--- src/rtl/irq_latch_pkg.sv ---
package irq_latch_pkg;

    // Run machine: the core executes, or waits in halt for a wake condition.
    typedef enum logic {
        RUN_ST  = 1'b0,
        HALT_ST = 1'b1
    } run_state_e;

    // Non-maskable request machine: nothing pending, or a latched edge.
    typedef enum logic {
        NMI_IDLE = 1'b0,
        NMI_HELD = 1'b1
    } nmi_state_e;

    // Positions of the single-bit asynchronous inputs inside the synchronizer bus.
    localparam int unsigned SIG_INT  = 0;
    localparam int unsigned SIG_NMI  = 1;
    localparam int unsigned SIG_POLL = 2;
    localparam int unsigned SIG_TMR  = 3;
    localparam int unsigned SIG_IR0  = 4;

endpackage

--- src/rtl/irq_sync.sv ---
module irq_sync #(
    parameter int unsigned WIDTH  = 8,
    parameter int unsigned STAGES = 2
) (
    input  logic             clk,
    input  logic             rst_n,
    input  logic [WIDTH-1:0] async_i,
    output logic [WIDTH-1:0] sync_o
);

    logic [WIDTH-1:0] chain_q [STAGES];

    generate
        for (genvar s = 0; s < STAGES; s++) begin : g_stage
            always_ff @(posedge clk or negedge rst_n) begin
                if (!rst_n) begin
                    chain_q[s] <= '0;
                end else begin
                    if (s == 0) begin
                        chain_q[s] <= async_i;
                    end else begin
                        chain_q[s] <= chain_q[(s == 0) ? 0 : s-1];
                    end
                end
            end
        end
    endgenerate

    assign sync_o = chain_q[STAGES-1];

endmodule

--- src/rtl/irq_router.sv ---
module irq_router #(
    parameter int unsigned NUM_IR = 8
) (
    input  logic              integ_mode,
    input  logic              direct_int,
    input  logic              tmr0,
    input  logic [NUM_IR-1:1] ext_ir,
    output logic              int_src
);

    // Request vector seen by the on-chip controller.
    logic [NUM_IR-1:0] ctl_req;
    logic              ctl_out;

    generate
        for (genvar i = 0; i < NUM_IR; i++) begin : g_req
            if (i == 0) begin : g_timer
                // Input 0 is tied to the timer channel inside the chip.
                assign ctl_req[i] = tmr0;
            end else begin : g_pin
                assign ctl_req[i] = ext_ir[i];
            end
        end
    endgenerate

    assign ctl_out = |ctl_req;

    always_comb begin
        if (integ_mode) begin
            int_src = ctl_out;
        end else begin
            int_src = direct_int;
        end
    end

endmodule

--- src/rtl/irq_flag_fsm.sv ---
module irq_flag_fsm
    import irq_latch_pkg::*;
(
    input  logic clk,
    input  logic rst_n,
    input  logic int_src,
    input  logic nmi_lvl,
    input  logic halt_req,
    input  logic nmi_ack,
    output logic int_pend,
    output logic nmi_pend,
    output logic halted,
    output logic nmi_rise
);

    run_state_e run_q, run_d;
    nmi_state_e nmi_q, nmi_d;
    logic       nmi_prev_q;
    logic       int_pend_q;
    logic       wake;

    // A sample equal to the stored level produces no edge.
    assign nmi_rise = nmi_lvl & ~nmi_prev_q;
    assign wake     = int_src | nmi_rise;

    // Next state of both machines.
    always_comb begin
        run_d = run_q;
        unique case (run_q)
            RUN_ST: begin
                if (halt_req && !wake) begin
                    run_d = HALT_ST;
                end
            end
            HALT_ST: begin
                if (wake) begin
                    run_d = RUN_ST;
                end
            end
            default: run_d = RUN_ST;
        endcase

        nmi_d = nmi_q;
        unique case (nmi_q)
            NMI_IDLE: begin
                if (nmi_rise) begin
                    nmi_d = NMI_HELD;
                end
            end
            NMI_HELD: begin
                // A fresh edge in the same cycle beats the acknowledge.
                if (nmi_ack && !nmi_rise) begin
                    nmi_d = NMI_IDLE;
                end
            end
            default: nmi_d = NMI_IDLE;
        endcase
    end

    // State register.
    always_ff @(posedge clk or negedge rst_n) begin
        if (!rst_n) begin
            run_q      <= RUN_ST;
            nmi_q      <= NMI_IDLE;
            nmi_prev_q <= 1'b0;
            int_pend_q <= 1'b0;
        end else begin
            run_q      <= run_d;
            nmi_q      <= nmi_d;
            nmi_prev_q <= nmi_lvl;
            int_pend_q <= int_src;
        end
    end

    // Outputs.
    always_comb begin
        int_pend = int_pend_q;
        halted   = 1'b0;
        nmi_pend = 1'b0;
        unique case (run_q)
            RUN_ST:  halted = 1'b0;
            HALT_ST: halted = 1'b1;
            default: halted = 1'b0;
        endcase
        unique case (nmi_q)
            NMI_IDLE: nmi_pend = 1'b0;
            NMI_HELD: nmi_pend = 1'b1;
            default:  nmi_pend = 1'b0;
        endcase
    end

endmodule

--- src/rtl/cpu_irq_latch.sv ---
module cpu_irq_latch
    import irq_latch_pkg::*;
#(
    parameter int unsigned NUM_IR      = 8,
    parameter int unsigned SYNC_STAGES = 2
) (
    input  logic              clk,
    input  logic              rst_n,
    input  logic              integ_mode,
    input  logic              int_pin,
    input  logic              nmi_pin,
    input  logic              poll_pin,
    input  logic [NUM_IR-1:1] ir_pins,
    input  logic              tmr0_out,
    input  logic              halt_req,
    input  logic              nmi_ack,
    output logic              int_pend,
    output logic              nmi_pend,
    output logic              halted,
    output logic              poll_lvl
);

    localparam int unsigned EXT_IR = NUM_IR - 1;
    localparam int unsigned SYNC_W = SIG_IR0 + EXT_IR;

    logic [SYNC_W-1:0] raw_bus;
    logic [SYNC_W-1:0] sync_bus;
    logic              int_src;
    logic              nmi_rise;

    always_comb begin
        raw_bus           = '0;
        raw_bus[SIG_INT]  = int_pin;
        raw_bus[SIG_NMI]  = nmi_pin;
        raw_bus[SIG_POLL] = poll_pin;
        raw_bus[SIG_TMR]  = tmr0_out;
        raw_bus[SYNC_W-1:SIG_IR0] = ir_pins;
    end

    irq_sync #(
        .WIDTH  (SYNC_W),
        .STAGES (SYNC_STAGES)
    ) sync_i (
        .clk     (clk),
        .rst_n   (rst_n),
        .async_i (raw_bus),
        .sync_o  (sync_bus)
    );

    irq_router #(
        .NUM_IR (NUM_IR)
    ) router_i (
        .integ_mode (integ_mode),
        .direct_int (sync_bus[SIG_INT]),
        .tmr0       (sync_bus[SIG_TMR]),
        .ext_ir     (sync_bus[SYNC_W-1:SIG_IR0]),
        .int_src    (int_src)
    );

    irq_flag_fsm flags_i (
        .clk      (clk),
        .rst_n    (rst_n),
        .int_src  (int_src),
        .nmi_lvl  (sync_bus[SIG_NMI]),
        .halt_req (halt_req),
        .nmi_ack  (nmi_ack),
        .int_pend (int_pend),
        .nmi_pend (nmi_pend),
        .halted   (halted),
        .nmi_rise (nmi_rise)
    );

    assign poll_lvl = sync_bus[SIG_POLL];

endmodule

--- config.mk ---
export PLATFORM = sky130hd
export DESIGN_NAME = cpu_irq_latch
export DESIGN_NICKNAME = d
export VERILOG_FILES = /design/src/rtl/irq_latch_pkg.sv /design/src/rtl/irq_sync.sv /design/src/rtl/irq_router.sv /design/src/rtl/irq_flag_fsm.sv /design/src/rtl/cpu_irq_latch.sv
export SDC_FILE = /design/constraint.sdc
export NUM_CORES = 1
export LEC_CHECK = 0
export ABC_AREA = 0
export BUFFER_PORTS_ARGS = -buffer_cell sky130_fd_sc_hd__buf_4
export CORE_MARGIN = 4
export CORE_UTILIZATION = 42
export DETAILED_ROUTE_END_ITERATION = 12
export HOLD_SLACK_MARGIN = 0.15
export PLACE_DENSITY = 0.69
export SLEW_MARGIN = 30
export SYNTH_ARGS = -nofsm -noshare
export SYNTH_HDL_FRONTEND = slang
export SYNTH_SLANG_ARGS = --single-unit
--- constraint.sdc ---
create_clock -name clk -period 0.99 [get_ports clk]
set_clock_uncertainty 0.05 [all_clocks]
set_input_delay 0.198 -clock clk [delete_from_list [all_inputs] [get_ports clk]]
set_output_delay 0.198 -clock clk [all_outputs]
set_load 0.01 [all_outputs]
---- After elaboration in Yosys (flattened, before gate mapping) ----
Cells that the tools add are included.
storage, ports and cells
  register bits after elaboration ......... 26
  latch bits .............................. 0
  bits in writable memories ............... 0
  ROM bits ................................ 0
  bits of input ports ..................... 16
  output and inout bits ................... 4
  logic and storage cells ................. 25
  memories ................................ 0
operators by class
  add/sub/neg operators ................... 0
  multipliers ............................. 0
  div/mod/pow operators ................... 0
  $lt $le $gt $ge ......................... 0
  equality and inequality tests ........... 0
  shifts and indexed selects .............. 0
  muxes and demuxes ....................... 9
  bitwise gates (word level) .............. 5
  reduce and logical (&&, ||, !) cells .... 5
operator list
  operator                         number
  case mux 1 bit (2 select lines)  4
  OR reduction 8 bit               1
  2-to-1 mux 1 bit                 5
  inverter 1 bit                   3
  logical AND 1 bit                2
  logical NOT 1 bit                2
  AND 1 bit                        1
  bitwise OR 1 bit                 1

---- Longest topological paths before layout ----
Gate-level depths: netlist (run 1).
  depth after elaboration ................. 7
  depth in mapped cells ................... 3
  depth with buffers taken out ............ 3

---- Hierarchy ----
From an unflattened synthesis (run 1), not the netlist that was laid out.
unflattened totals
  cells, all modules ...................... 47
  area total of the unflattened synthesis .. 805.8 µm²
by module, submodules not included
  module        times used  cells an instance  area each (µm²)  seq. area each (µm²)
  irq_sync      1           33                 633.1            550.5
  irq_flag_fsm  1           9                  138.9            100.1
  irq_router    1           5                  33.8             0.0

---- Worst setup path after synthesis (run 1) ----
Ideal clock, no wire load.
  path type ............................... flip-flop to flip-flop
  from .................................... register sync_i.chain_q, in the netlist sync_i.sync_o[8]
  to ...................................... register flags_i.run_q
  setup time .............................. 0.072 ns
  data arrival time ....................... 0.809 ns
  path slack .............................. 0.059 ns
  stages on the path, launching flop included .. 4
  buffers on the path ..................... 0
  period minus slack after synthesis ...... 0.931 ns
  path through ............................ dfrtp_1 -> nor4_2 -> a31oi_1 -> nor2_1
on the way
  word-level cells in the longest chain between the ends .. 7
  elaborated cells on any way between the ends .. 8
  classes of those cells .................. mux: 4; bitwise: 1; reduce/logical: 3
ends and longest elaborated chain
  element                            RTL line            source
  from (decl)                        irq_sync.sv:11      logic [WIDTH-1:0] chain_q [STAGES];
  from (signal, indexed assignment)  irq_sync.sv:20      chain_q[s] <= async_i;
  from (signal, indexed assignment)  irq_sync.sv:22      chain_q[s] <= chain_q[(s == 0) ? 0 : s-1];
  OR reduction 8 bit *               irq_router.sv:26    assign ctl_out = |ctl_req;
  2-to-1 mux 1 bit *                 irq_router.sv:29    if (integ_mode) begin
  via flags_i.int_src                irq_flag_fsm.sv:6   input logic int_src,
  bitwise OR 1 bit *                 irq_flag_fsm.sv:24  assign wake = int_src | nmi_rise;
  logical NOT 1 bit                  irq_flag_fsm.sv:31  if (halt_req && !wake) begin
  logical AND 1 bit                  irq_flag_fsm.sv:31
  2-to-1 mux 1 bit                   irq_flag_fsm.sv:31
  case mux 1 bit (2 select lines) *  irq_flag_fsm.sv:29  unique case (run_q)
  via flags_i.run_d                  irq_flag_fsm.sv:16  run_state_e run_q, run_d;
  to (signal assigned)               irq_flag_fsm.sv:68  run_q <= run_d;
  to (decl)                          irq_flag_fsm.sv:16
Mark *: on every way through the listed nets, which the timed path passes. The rest lies on a longest branch.

---- Worst setup path after layout (run 1) ----
  from .................................... register flags_i.nmi_q
  to ...................................... output nmi_pend
on the way
  word-level cells in the longest chain between the ends .. 2
ends and longest elaborated chain
  element                            RTL line             source
  from (decl)                        irq_flag_fsm.sv:17   nmi_state_e nmi_q, nmi_d;
  from (signal assigned)             irq_flag_fsm.sv:69   nmi_q <= nmi_d;
  inverter 1 bit                     irq_flag_fsm.sv:85   unique case (nmi_q)
  case mux 1 bit (2 select lines) *  irq_flag_fsm.sv:85
  to (decl)                          cpu_irq_latch.sv:18  output logic nmi_pend,
Mark *: on every way between the ends. The rest lies on a longest branch, timed or not.

==> metrics.log, run 1 <==
INFO  metric status = complete, but fails checks
INFO  metric violated_checks = setup timing
INFO  metric synth_most_common_cell = sky130_fd_sc_hd__dfrtp_1
INFO  metric setup_ws_final = -0.0963 ns
INFO  metric number_of_cts_inserted_buffers = 3
INFO  metric cp_slowest_cell = sky130_fd_sc_hd__dfrtp_1
INFO  metric mappedNetlistArea = 709 um^2
INFO  metric initial_utilization = 45.5%
INFO  metric grt_setup_unrepaired = true
INFO  metric synth_enable_flop_cells = 0
INFO  metric total_leakage_power = 0.000500 uW
INFO  metric crit_path_start = flags_i.nmi_q
INFO  metric floorplan.die_area = 0.00241 mm^2
INFO  metric path_class = flip-flop to primary output
INFO  metric synthAdderAreaFrac = 0%
INFO  metric synth_compound_area_share = 2.29%
INFO  metric route.detailed.wl_per_inst = 10.1 um
INFO  metric synth.top_cells.by_area = sky130_fd_sc_hd__dfrtp_1 92%, sky130_fd_sc_hd__nor4_2 3.5%, sky130_fd_sc_hd__o21ai_0 1.4%, sky130_fd_sc_hd__nor2_1 1.1%, sky130_fd_sc_hd__a31oi_1 0.88%
INFO  metric tritonroute_pass_1_iters = 1
INFO  metric endpoint = nmi_pend
INFO  metric synthesized_netlist_net_count = 51
INFO  metric kind_of_start_point_of_the_critical_path = flip-flop
INFO  metric post_synth_and_or_nand_nor_area_fraction = 5.47%
INFO  metric tritoncts = yes
INFO  metric yosysUniqueCellTypes = 7
INFO  metric syn-mean-instance-area = 20.3 um^2
INFO  metric finalCriticalPeriod = 1.09 ns
INFO  metric muxShareOfSynthArea = 0%
INFO  metric numPortBuffers = 19
INFO  metric arrival = 0.84 ns
INFO  metric totalWireLength = 899 um
INFO  metric syn2layout_area_growth = 51.3%
INFO  metric final_hold_viol_count = 0
INFO  metric setup_viol = 4
INFO  metric crit-reg2reg-launch = sync_i.sync_o[10]
INFO  metric required = 0.74 ns
INFO  metric die_h = 49.1 um
INFO  metric core.rowCount = 14
INFO  metric post_synth_most_frequent_cells = 26 x sky130_fd_sc_hd__dfrtp_1, 2 x sky130_fd_sc_hd__nor2_1, 2 x sky130_fd_sc_hd__nor4_2, 2 x sky130_fd_sc_hd__o21ai_0
INFO  metric global_route.usage.total = 9.08%
INFO  metric synth-warning-count = 0
INFO  metric worst_slew_pin_slew = 0.297 ns
INFO  metric grt_max_degree = 27
INFO  metric worst_slew_margin_relative_to_its_limit = 80.2%
INFO  metric first_iter_violations = 0
INFO  metric dp_worst_setup_slack = 0.00859 ns
INFO  metric final.hold.worst_slack = 0.257 ns
INFO  metric power.share.sequential = 64.2%
INFO  metric synth_top_family_by_area = simple AND/OR/NAND/NOR gates
INFO  metric async_flop_share = 100%
INFO  metric final_antenna_net_count = 0
INFO  metric achievable-frequency = 921 MHz
INFO  metric ir_drop = 1.12 mV
INFO  metric period_share = 110%
INFO  metric ys_ff_latch = 26
INFO  metric grt_pass1_vias = 425
INFO  metric cts-htree-levels = 1
INFO  metric synth_top_cell_area_share = 91.7%
INFO  metric insertion_delay = 0.30 ns
INFO  metric clkTransAtPathRegs = 0.12 ns
INFO  metric dp_hpwl = 552 um
INFO  metric place.gp.congestion = 0.637
INFO  metric max_cap_violations = 0
INFO  metric io-pin-count = 20
INFO  metric cp_num_buf_inv = 1
INFO  metric intPower = 1440 uW
INFO  metric cts_max_path_buffers = 2
INFO  metric r2r.worst_path.cells = 3
INFO  metric remaining_drc_errors = 0
INFO  metric antenna_found_initial = 0
INFO  metric yosysSeqAreaShare = 91.7%
INFO  metric final_core_util = 68.9%
INFO  metric grt_pass1_wl = 1.68 mm
INFO  metric critical_path.top_delay_family = flip-flops
INFO  metric num_antenna_cells = 0
INFO  metric p_per_area = 1650 mW/mm^2
INFO  metric share_of_cells_above_drive_strength_1 = 34.2%
INFO  metric slew_viol_final = 0
INFO  metric cts_post_setup_buffers_inserted = 0
INFO  metric p_sw = 330 uW
INFO  metric globalRouteOverflowTotal = 0
INFO  metric core = 0.00156 mm^2
INFO  metric cp-end-kind = primary output
INFO  metric die-width = 49.1 um
INFO  metric switching_share = 18.7%
INFO  metric crit-reg2reg-capture = flags_i.run_q
INFO  metric post_synth_xor_area_fraction = 0%
INFO  metric final_net_count = 90
INFO  metric ff2ff_setup_slack = 0.02 ns
INFO  metric synth.largest_area_cell = sky130_fd_sc_hd__dfrtp_1
INFO  metric pwr-share-clk = 27.5%
INFO  metric detail_route.vias_per_cell = 4.46
INFO  metric worstHoldPathType = input port to async pin
INFO  metric gate_power_share = 8.3%
INFO  metric clock-root-buffer = sky130_fd_sc_hd__clkbuf_4
INFO  metric fin_setup_tns = -0.318 ns
INFO  metric detailed_route_via_count = 397
INFO  metric timing.critical_path.fanout_max = 2
INFO  metric cts.sinks = 26
INFO  metric stages_on_the_worst_setup_path = 1
INFO  metric synthFlopType = sky130_fd_sc_hd__dfrtp_1
INFO  metric worstPathCellList = buf_6
INFO  metric netlist_instances = 35
INFO  metric worst_path_largest_cell_delay = 0.41 ns
[metrics by stage]
stage | std cells | total power (uW) | area (um^2)
after floorplan | 35 | 1170 | 709
after global placement | 70 | 1250 | 872
after detailed placement | 70 | 1250 | 872
after CTS | 89 | 1790 | 1070
after global routing | 89 | 1860 | 1070
final | 89 | 1770 | 1070
[final cells by class]
class / instances / area (um^2)
Sequential cell: 26 / 651
Fill cell: 115 / 485
Timing Repair Buffer: 34 / 308
Multi-Input combinational cell: 8 / 55.1
Clock buffer: 4 / 36.3
Tap cell: 16 / 20.0
Inverter: 1 / 3.75
[worst reg2reg max path, cell delays in order (launching register included)]
cell and delay (ns):
sky130_fd_sc_hd__dfrtp_1 0.39, sky130_fd_sc_hd__nor4_2 0.25, sky130_fd_sc_hd__a31oi_1 0.12, sky130_fd_sc_hd__nor2_1 0.10
[cells by family (layout without fill, tap and decap cells)]
group                  count (synthesis)  in the layout
flip-flops                            26             26
AO/OA/AOI/OAI                          3              3
AND/OR/NAND/NOR                        5              5
buffers and inverters                  1             39
[power groups by stage]
| stage | sequential (uW) | clock (uW) | combinational (uW) |
|---|---|---|---|
| 2_1_floorplan | 1160 | 0 | 10.6 |
| 3_3_place_gp | 1150 | 0 | 94.2 |
| 3_5_place_dp | 1160 | 0 | 95.1 |
| 4_1_cts | 1140 | 508 | 148 |
| 5_1_grt | 1140 | 550 | 163 |
| 6_report | 1130 | 487 | 147 |
[how the worst min path moves through the flow]
stage                       endpoint  slack (ns)  depth (start not counted)
finish                 flags_i.run_q        0.26                          2
global route           flags_i.run_q        0.27                          2
CTS                    flags_i.run_q        0.26                          2
detailed placement     flags_i.run_q        0.06                          1
global placement    flags_i.int_pend        0.06                          1
floorplan           flags_i.int_pend       -0.15                          0
[per-layer routing]
| metal | track usage (%) | vias up | share of wire, % |
|---|---|---|---|
| met2 | 16.3 | 17 | 54 |
| met3 | 1.83 | 2 | 8.0 |
| met1 | 9.55 | 189 | 37 |
| met4 | 5.69 | 0 | 0.78 |
| met5 | 0 | - | 0 |
| li1 | - | 189 | - |
[flip-flops by register name, indices dropped and copies added (netlist names)]
register,count
sync_i.chain_q,11
flags_i.nmi_q,1
flags_i.int_pend,1
flags_i.nmi_prev_q,1
sync_i.sync_o,11
flags_i.run_q,1
[repair_timing]
item                                    CTS  global route
hold endpoints to repair                 40             0
endpoints found under the setup margin    5             6
gates cloned                              0             0
pin swaps                                 2             1
hold buffers                             15             0
gates resized for setup                   4             0
[placed cells by master (no fill, tap or decap)]
master	count
sky130_fd_sc_hd__clkbuf_8	1
sky130_fd_sc_hd__buf_6	4
sky130_fd_sc_hd__dlygate4sd3_1	15
sky130_fd_sc_hd__nor4_2	2
sky130_fd_sc_hd__nand2b_1	1
sky130_fd_sc_hd__clkbuf_4	3
sky130_fd_sc_hd__dfrtp_1	26
sky130_fd_sc_hd__o21ai_0	2
sky130_fd_sc_hd__nor2_1	2
sky130_fd_sc_hd__inv_1	1
sky130_fd_sc_hd__a31oi_1	1
sky130_fd_sc_hd__buf_4	15
Note: power is estimated with default switching activity, not from simulation.
==> inputs of run 2 (changes only) <==
Settings changed: SKIP_CTS_REPAIR_TIMING set to 1.
==> metrics.log, run 2 (same netlist as run 1, synthesis figures left out) <==
INFO  metric status = complete, but fails checks
INFO  metric violated_checks = setup timing
INFO  metric finalCriticalPeriod = 1.09 ns
INFO  metric syn2layout_area_growth = 51.3%
INFO  metric sequential_cell_area = 651 um^2
INFO  metric slew_viol_final = 0
INFO  metric final-instance-count-excl-fill = 89
INFO  metric antenna_found_initial = 0
INFO  metric place.gp.congestion = 0.637
INFO  metric critical_path.top_delay_family = flip-flops
INFO  metric crit-reg2reg-capture = flags_i.run_q
INFO  metric setup_viol = 4
INFO  metric tritonroute_pass_1_iters = 1
INFO  metric num-fill-cells = 116
INFO  metric grt_pass1_wl = 1.35 mm
INFO  metric grt_max_degree = 27
INFO  metric cts-htree-levels = 1
INFO  metric worstPathCellList = buf_6
INFO  metric clock-root-buffer = sky130_fd_sc_hd__clkbuf_4
INFO  metric first_iter_violations = 0
INFO  metric final_net_count = 90
INFO  metric core.rowCount = 14
INFO  metric total_leakage_power = 0.000500 uW
INFO  metric fin_setup_tns = -0.321 ns
INFO  metric crit-reg2reg-launch = sync_i.sync_o[10]
INFO  metric detailed_route_via_count = 394
INFO  metric detail_route.vias_per_cell = 4.43
INFO  metric placement.cell_area = 872 um^2
INFO  metric arrival = 0.84 ns
INFO  metric ir_drop = 1.13 mV
INFO  metric die-width = 49.1 um
INFO  metric period_share = 110%
INFO  metric worstHoldPathType = input port to async pin
INFO  metric cp_slowest_cell = sky130_fd_sc_hd__dfrtp_1
INFO  metric final_antenna_net_count = 0
INFO  metric cp-end-kind = primary output
INFO  metric route.detailed.wl_per_inst = 10.5 um
INFO  metric io-pin-count = 20
INFO  metric achievable-frequency = 921 MHz
INFO  metric num_antenna_cells = 0
INFO  metric kind_of_start_point_of_the_critical_path = flip-flop
INFO  metric worst_path_largest_cell_delay = 0.41 ns
INFO  metric share_of_cells_above_drive_strength_1 = 34.2%
INFO  metric placed_cells_incl_taps = 70
INFO  metric layout_common_cells = 26 x sky130_fd_sc_hd__dfrtp_1, 15 x sky130_fd_sc_hd__dlygate4sd3_1, 15 x sky130_fd_sc_hd__buf_4
INFO  metric dp_hpwl = 552 um
INFO  metric insertion_delay = 0.30 ns
INFO  metric design_power_total = 1770 uW
INFO  metric cts_max_path_buffers = 2
INFO  metric ff2ff_setup_slack = 0.02 ns
INFO  metric timing.critical_path.fanout_max = 2
INFO  metric initial_utilization = 45.5%
INFO  metric grt_setup_unrepaired = true
INFO  metric clkTransAtPathRegs = 0.12 ns
INFO  metric number_of_cts_inserted_buffers = 3
INFO  metric setup_ws_final = -0.0959 ns
INFO  metric max_cap_violations = 0
INFO  metric mostFrequentLayoutCell = sky130_fd_sc_hd__dfrtp_1
INFO  metric final_hold_viol_count = 0
INFO  metric multi_input_comb_area = 55.1 um^2
INFO  metric numPortBuffers = 19
INFO  metric totalWireLength = 934 um
INFO  metric cts.sinks = 26
INFO  metric core = 0.00156 mm^2
INFO  metric floorplan.die_area = 0.00241 mm^2
INFO  metric global_route.usage.total = 7.43%
INFO  metric die_h = 49.1 um
INFO  metric grt_pass1_vias = 337
INFO  metric p_per_area = 1650 mW/mm^2
INFO  metric globalRouteOverflowTotal = 0
INFO  metric cp_num_buf_inv = 1
INFO  metric layout_cell_area_excl_fill = 0.00107 mm^2
INFO  metric tritoncts = yes
INFO  metric required = 0.74 ns
INFO  metric worst_slew_margin_relative_to_its_limit = 80.2%
INFO  metric path_class = flip-flop to primary output
INFO  metric r2r.worst_path.cells = 3
INFO  metric worst_slew_pin_slew = 0.297 ns
INFO  metric remaining_drc_errors = 0
-- run 2: cell counts in the layout (fill, tap and decap cells not counted) --
Identical to the previous run, type by type.
-- run 2: layout make-up --
type                    count  share of cell area, %
multi-input cells           8                   5.13
flip-flops and latches     26                   60.6
clock buffers               4                   3.38
well taps                  16                   1.86
repair buffers             34                   28.7
inverters                   1                  0.350
-- run 2: per-stage QoR --
stage | setup WS, ns | hold WS [ns] | utilization (%)
2_1_floorplan | 0.0594 | -0.148 | -
3_3_place_gp | 0.0430 | 0.0577 | 55.9
5_1_grt | -0.145 | 0.274 | 68.9
6_report | -0.0959 | 0.255 | 68.9
3_5_place_dp | 0.00859 | 0.0590 | 55.9
4_1_cts | -0.125 | -0.286 | 58.3
-- run 2: power breakdown --
part / internal [uW] / switching, uW
registers: 1120 / 19.0
clock network: 224 / 265
logic: 98.8 / 48.8
total: 1440 / 333
-- run 2: how the worst max path moves through the flow --
stage                     slack, ns  depth (start not counted)               from            end
after floorplan                0.06                          3   sync_i.sync_o[8]  flags_i.run_q
after global placement         0.04                          3  sync_i.sync_o[10]  flags_i.run_q
after detailed placement      0.009                          3  sync_i.sync_o[10]  flags_i.run_q
after CTS                     -0.13                          1      flags_i.nmi_q       nmi_pend
after global routing          -0.14                          1      flags_i.nmi_q       nmi_pend
final                          -0.1                          1      flags_i.nmi_q       nmi_pend
-- run 2: layer usage --
| layer | part of all wire, % | vias up | GRT usage [%] |
|---|---|---|---|
| met4 | 0.75 | 0 | 5.69 |
| li1 | - | 189 | - |
| met2 | 55 | 17 | 12.1 |
| met1 | 37 | 186 | 7.72 |
| met3 | 7.2 | 2 | 2.75 |
| met5 | 0 | - | 0 |
==> inputs of run 3 (changes only) <==
Settings changed: PLACE_DENSITY 0.69 to unset, PLACE_DENSITY_LB_ADDON set to 0.15.
==> metrics.log, run 3 (same netlist as run 1, synthesis figures left out) <==
INFO  metric status = complete, but fails checks
INFO  metric violated_checks = setup timing
INFO  metric initial_utilization = 45.5%
INFO  metric grt_max_degree = 27
INFO  metric route.detailed.wl_per_inst = 10.4 um
INFO  metric antenna_found_initial = 0
INFO  metric detailed_route_via_count = 400
INFO  metric num_antenna_cells = 0
INFO  metric routed.top_layer = met4
INFO  metric fin_setup_tns = -0.362 ns
INFO  metric final_net_count = 90
INFO  metric timing.critical_path.fanout_max = 2
INFO  metric numPortBuffers = 19
INFO  metric clock-root-buffer = sky130_fd_sc_hd__clkbuf_4
INFO  metric max_cap_violations = 0
INFO  metric path_class = flip-flop to primary output
INFO  metric global_route.usage.total = 8.61%
INFO  metric place.gp.congestion = 0.642
INFO  metric cts-htree-levels = 1
INFO  metric slew_viol_final = 0
INFO  metric design_power_total = 1980 uW
INFO  metric insertion_delay = 0.31 ns
INFO  metric tritoncts = yes
INFO  metric clkTransAtPathRegs = 0.13 ns
INFO  metric grt_setup_unrepaired = true
INFO  metric final_antenna_net_count = 0
INFO  metric total_leakage_power = 0.000507 uW
INFO  metric required = 0.74 ns
INFO  metric critical_path.top_delay_family = flip-flops
INFO  metric remaining_drc_errors = 0
INFO  metric setup_viol = 5
INFO  metric layout_common_cells = 26 x sky130_fd_sc_hd__dfrtp_1, 15 x sky130_fd_sc_hd__dlygate4sd3_1, 15 x sky130_fd_sc_hd__buf_4
INFO  metric cts.sinks = 26
INFO  metric detail_route.vias_per_cell = 4.49
INFO  metric setup_ws_final = -0.106 ns
INFO  metric met2_layer_wire_length_in_the_routed_design = 455 um
INFO  metric core = 0.00156 mm^2
INFO  metric die-width = 49.1 um
INFO  metric floorplan.die_area = 0.00241 mm^2
INFO  metric final-instance-count-excl-fill = 89
INFO  metric mostFrequentLayoutCell = sky130_fd_sc_hd__dfrtp_1
INFO  metric num-fill-cells = 102
INFO  metric ir_drop = 1.15 mV
INFO  metric core.rowCount = 14
INFO  metric achievable-frequency = 913 MHz
INFO  metric p_per_area = 1820 mW/mm^2
INFO  metric worstPathCellList = buf_6
INFO  metric finalCriticalPeriod = 1.10 ns
INFO  metric cp_num_buf_inv = 1
INFO  metric cts_max_path_buffers = 2
INFO  metric grt_pass1_vias = 353
INFO  metric ff2ff_setup_slack = -0.01 ns
INFO  metric tritonroute_pass_1_iters = 2
INFO  metric die_h = 49.1 um
INFO  metric io-pin-count = 20
INFO  metric share_of_cells_above_drive_strength_1 = 34.2%
INFO  metric grt_pass1_wl = 1.48 mm
INFO  metric worst_path_largest_cell_delay = 0.41 ns
INFO  metric cp-end-kind = primary output
INFO  metric globalRouteOverflowTotal = 0
INFO  metric final.hold.worst_slack = 0.245 ns
INFO  metric final_hold_viol_count = 0
INFO  metric worst_slew_pin_slew = 0.299 ns
INFO  metric syn2layout_area_growth = 53.6%
INFO  metric route.layer.met1.wl = 383 um
INFO  metric arrival = 0.85 ns
INFO  metric kind_of_start_point_of_the_critical_path = flip-flop
INFO  metric placed_cells_incl_taps = 70
INFO  metric wl_met3 = 62 um
INFO  metric period_share = 111%
INFO  metric number_of_cts_inserted_buffers = 3
INFO  metric totalWireLength = 927 um
INFO  metric first_iter_violations = 1
INFO  metric worstHoldPathType = input port to async pin
INFO  metric worst_slew_margin_relative_to_its_limit = 80.1%
INFO  metric cp_slowest_cell = sky130_fd_sc_hd__dfrtp_1
==> run 3: cell types whose count changed in the layout (fill, tap and decap cells not counted) <==
cell / change
sky130_fd_sc_hd__clkbuf_8: -1
sky130_fd_sc_hd__bufinv_16: +1
==> run 3: metrics by stage <==
step / setup slack, ns / utilization [%] / instance area, um^2
finish: -0.106 / 69.9 / 1090
detailed placement: -0.0223 / 55.9 / 872
global route: -0.156 / 69.9 / 1090
CTS: -0.124 / 59.3 / 925
global placement: 0.0314 / 55.9 / 872
floorplan: 0.0594 / - / 709
==> run 3: layout make-up <==
type                            instances  area, um^2  share of cell area, %
Timing Repair Buffer                   34         308                   28.2
Clock buffer                            3        22.5                   2.07
Clock inverter                          1        30.0                   2.76
Multi-Input combinational cell          8        55.1                   5.05
Tap cell                               16        20.0                   1.84
Inverter                                1        3.75                  0.344
Sequential cell                        26         651                   59.7
==> run 3: layer usage <==
layer	up-vias	global-route usage, %
met4	0	8.53
met5	-	0
met1	187	9.51
met2	19	12.5
met3	4	3.06
li1	190	-
==> run 3: power by group <==
group | switching (uW) | internal [uW]
Sequential | 19.1 | 1120
Clock | 288 | 409
Combinational | 47.4 | 98.6
Total | 354 | 1620
==> run 3: path summary, 6_finish.rpt <==
path	cells past startpoint	to	startpoint
min	2	sync_i.chain_q[19]	rst_n
min reg2reg	0	sync_i.sync_o[10]	sync_i.chain_q[21]
max in group asynchronous	2	sync_i.sync_o[7]	rst_n
max	1	halted	flags_i.run_q
max reg2reg	3	flags_i.run_q	sync_i.sync_o[10]
min in group clk	0	sync_i.sync_o[10]	sync_i.chain_q[21]
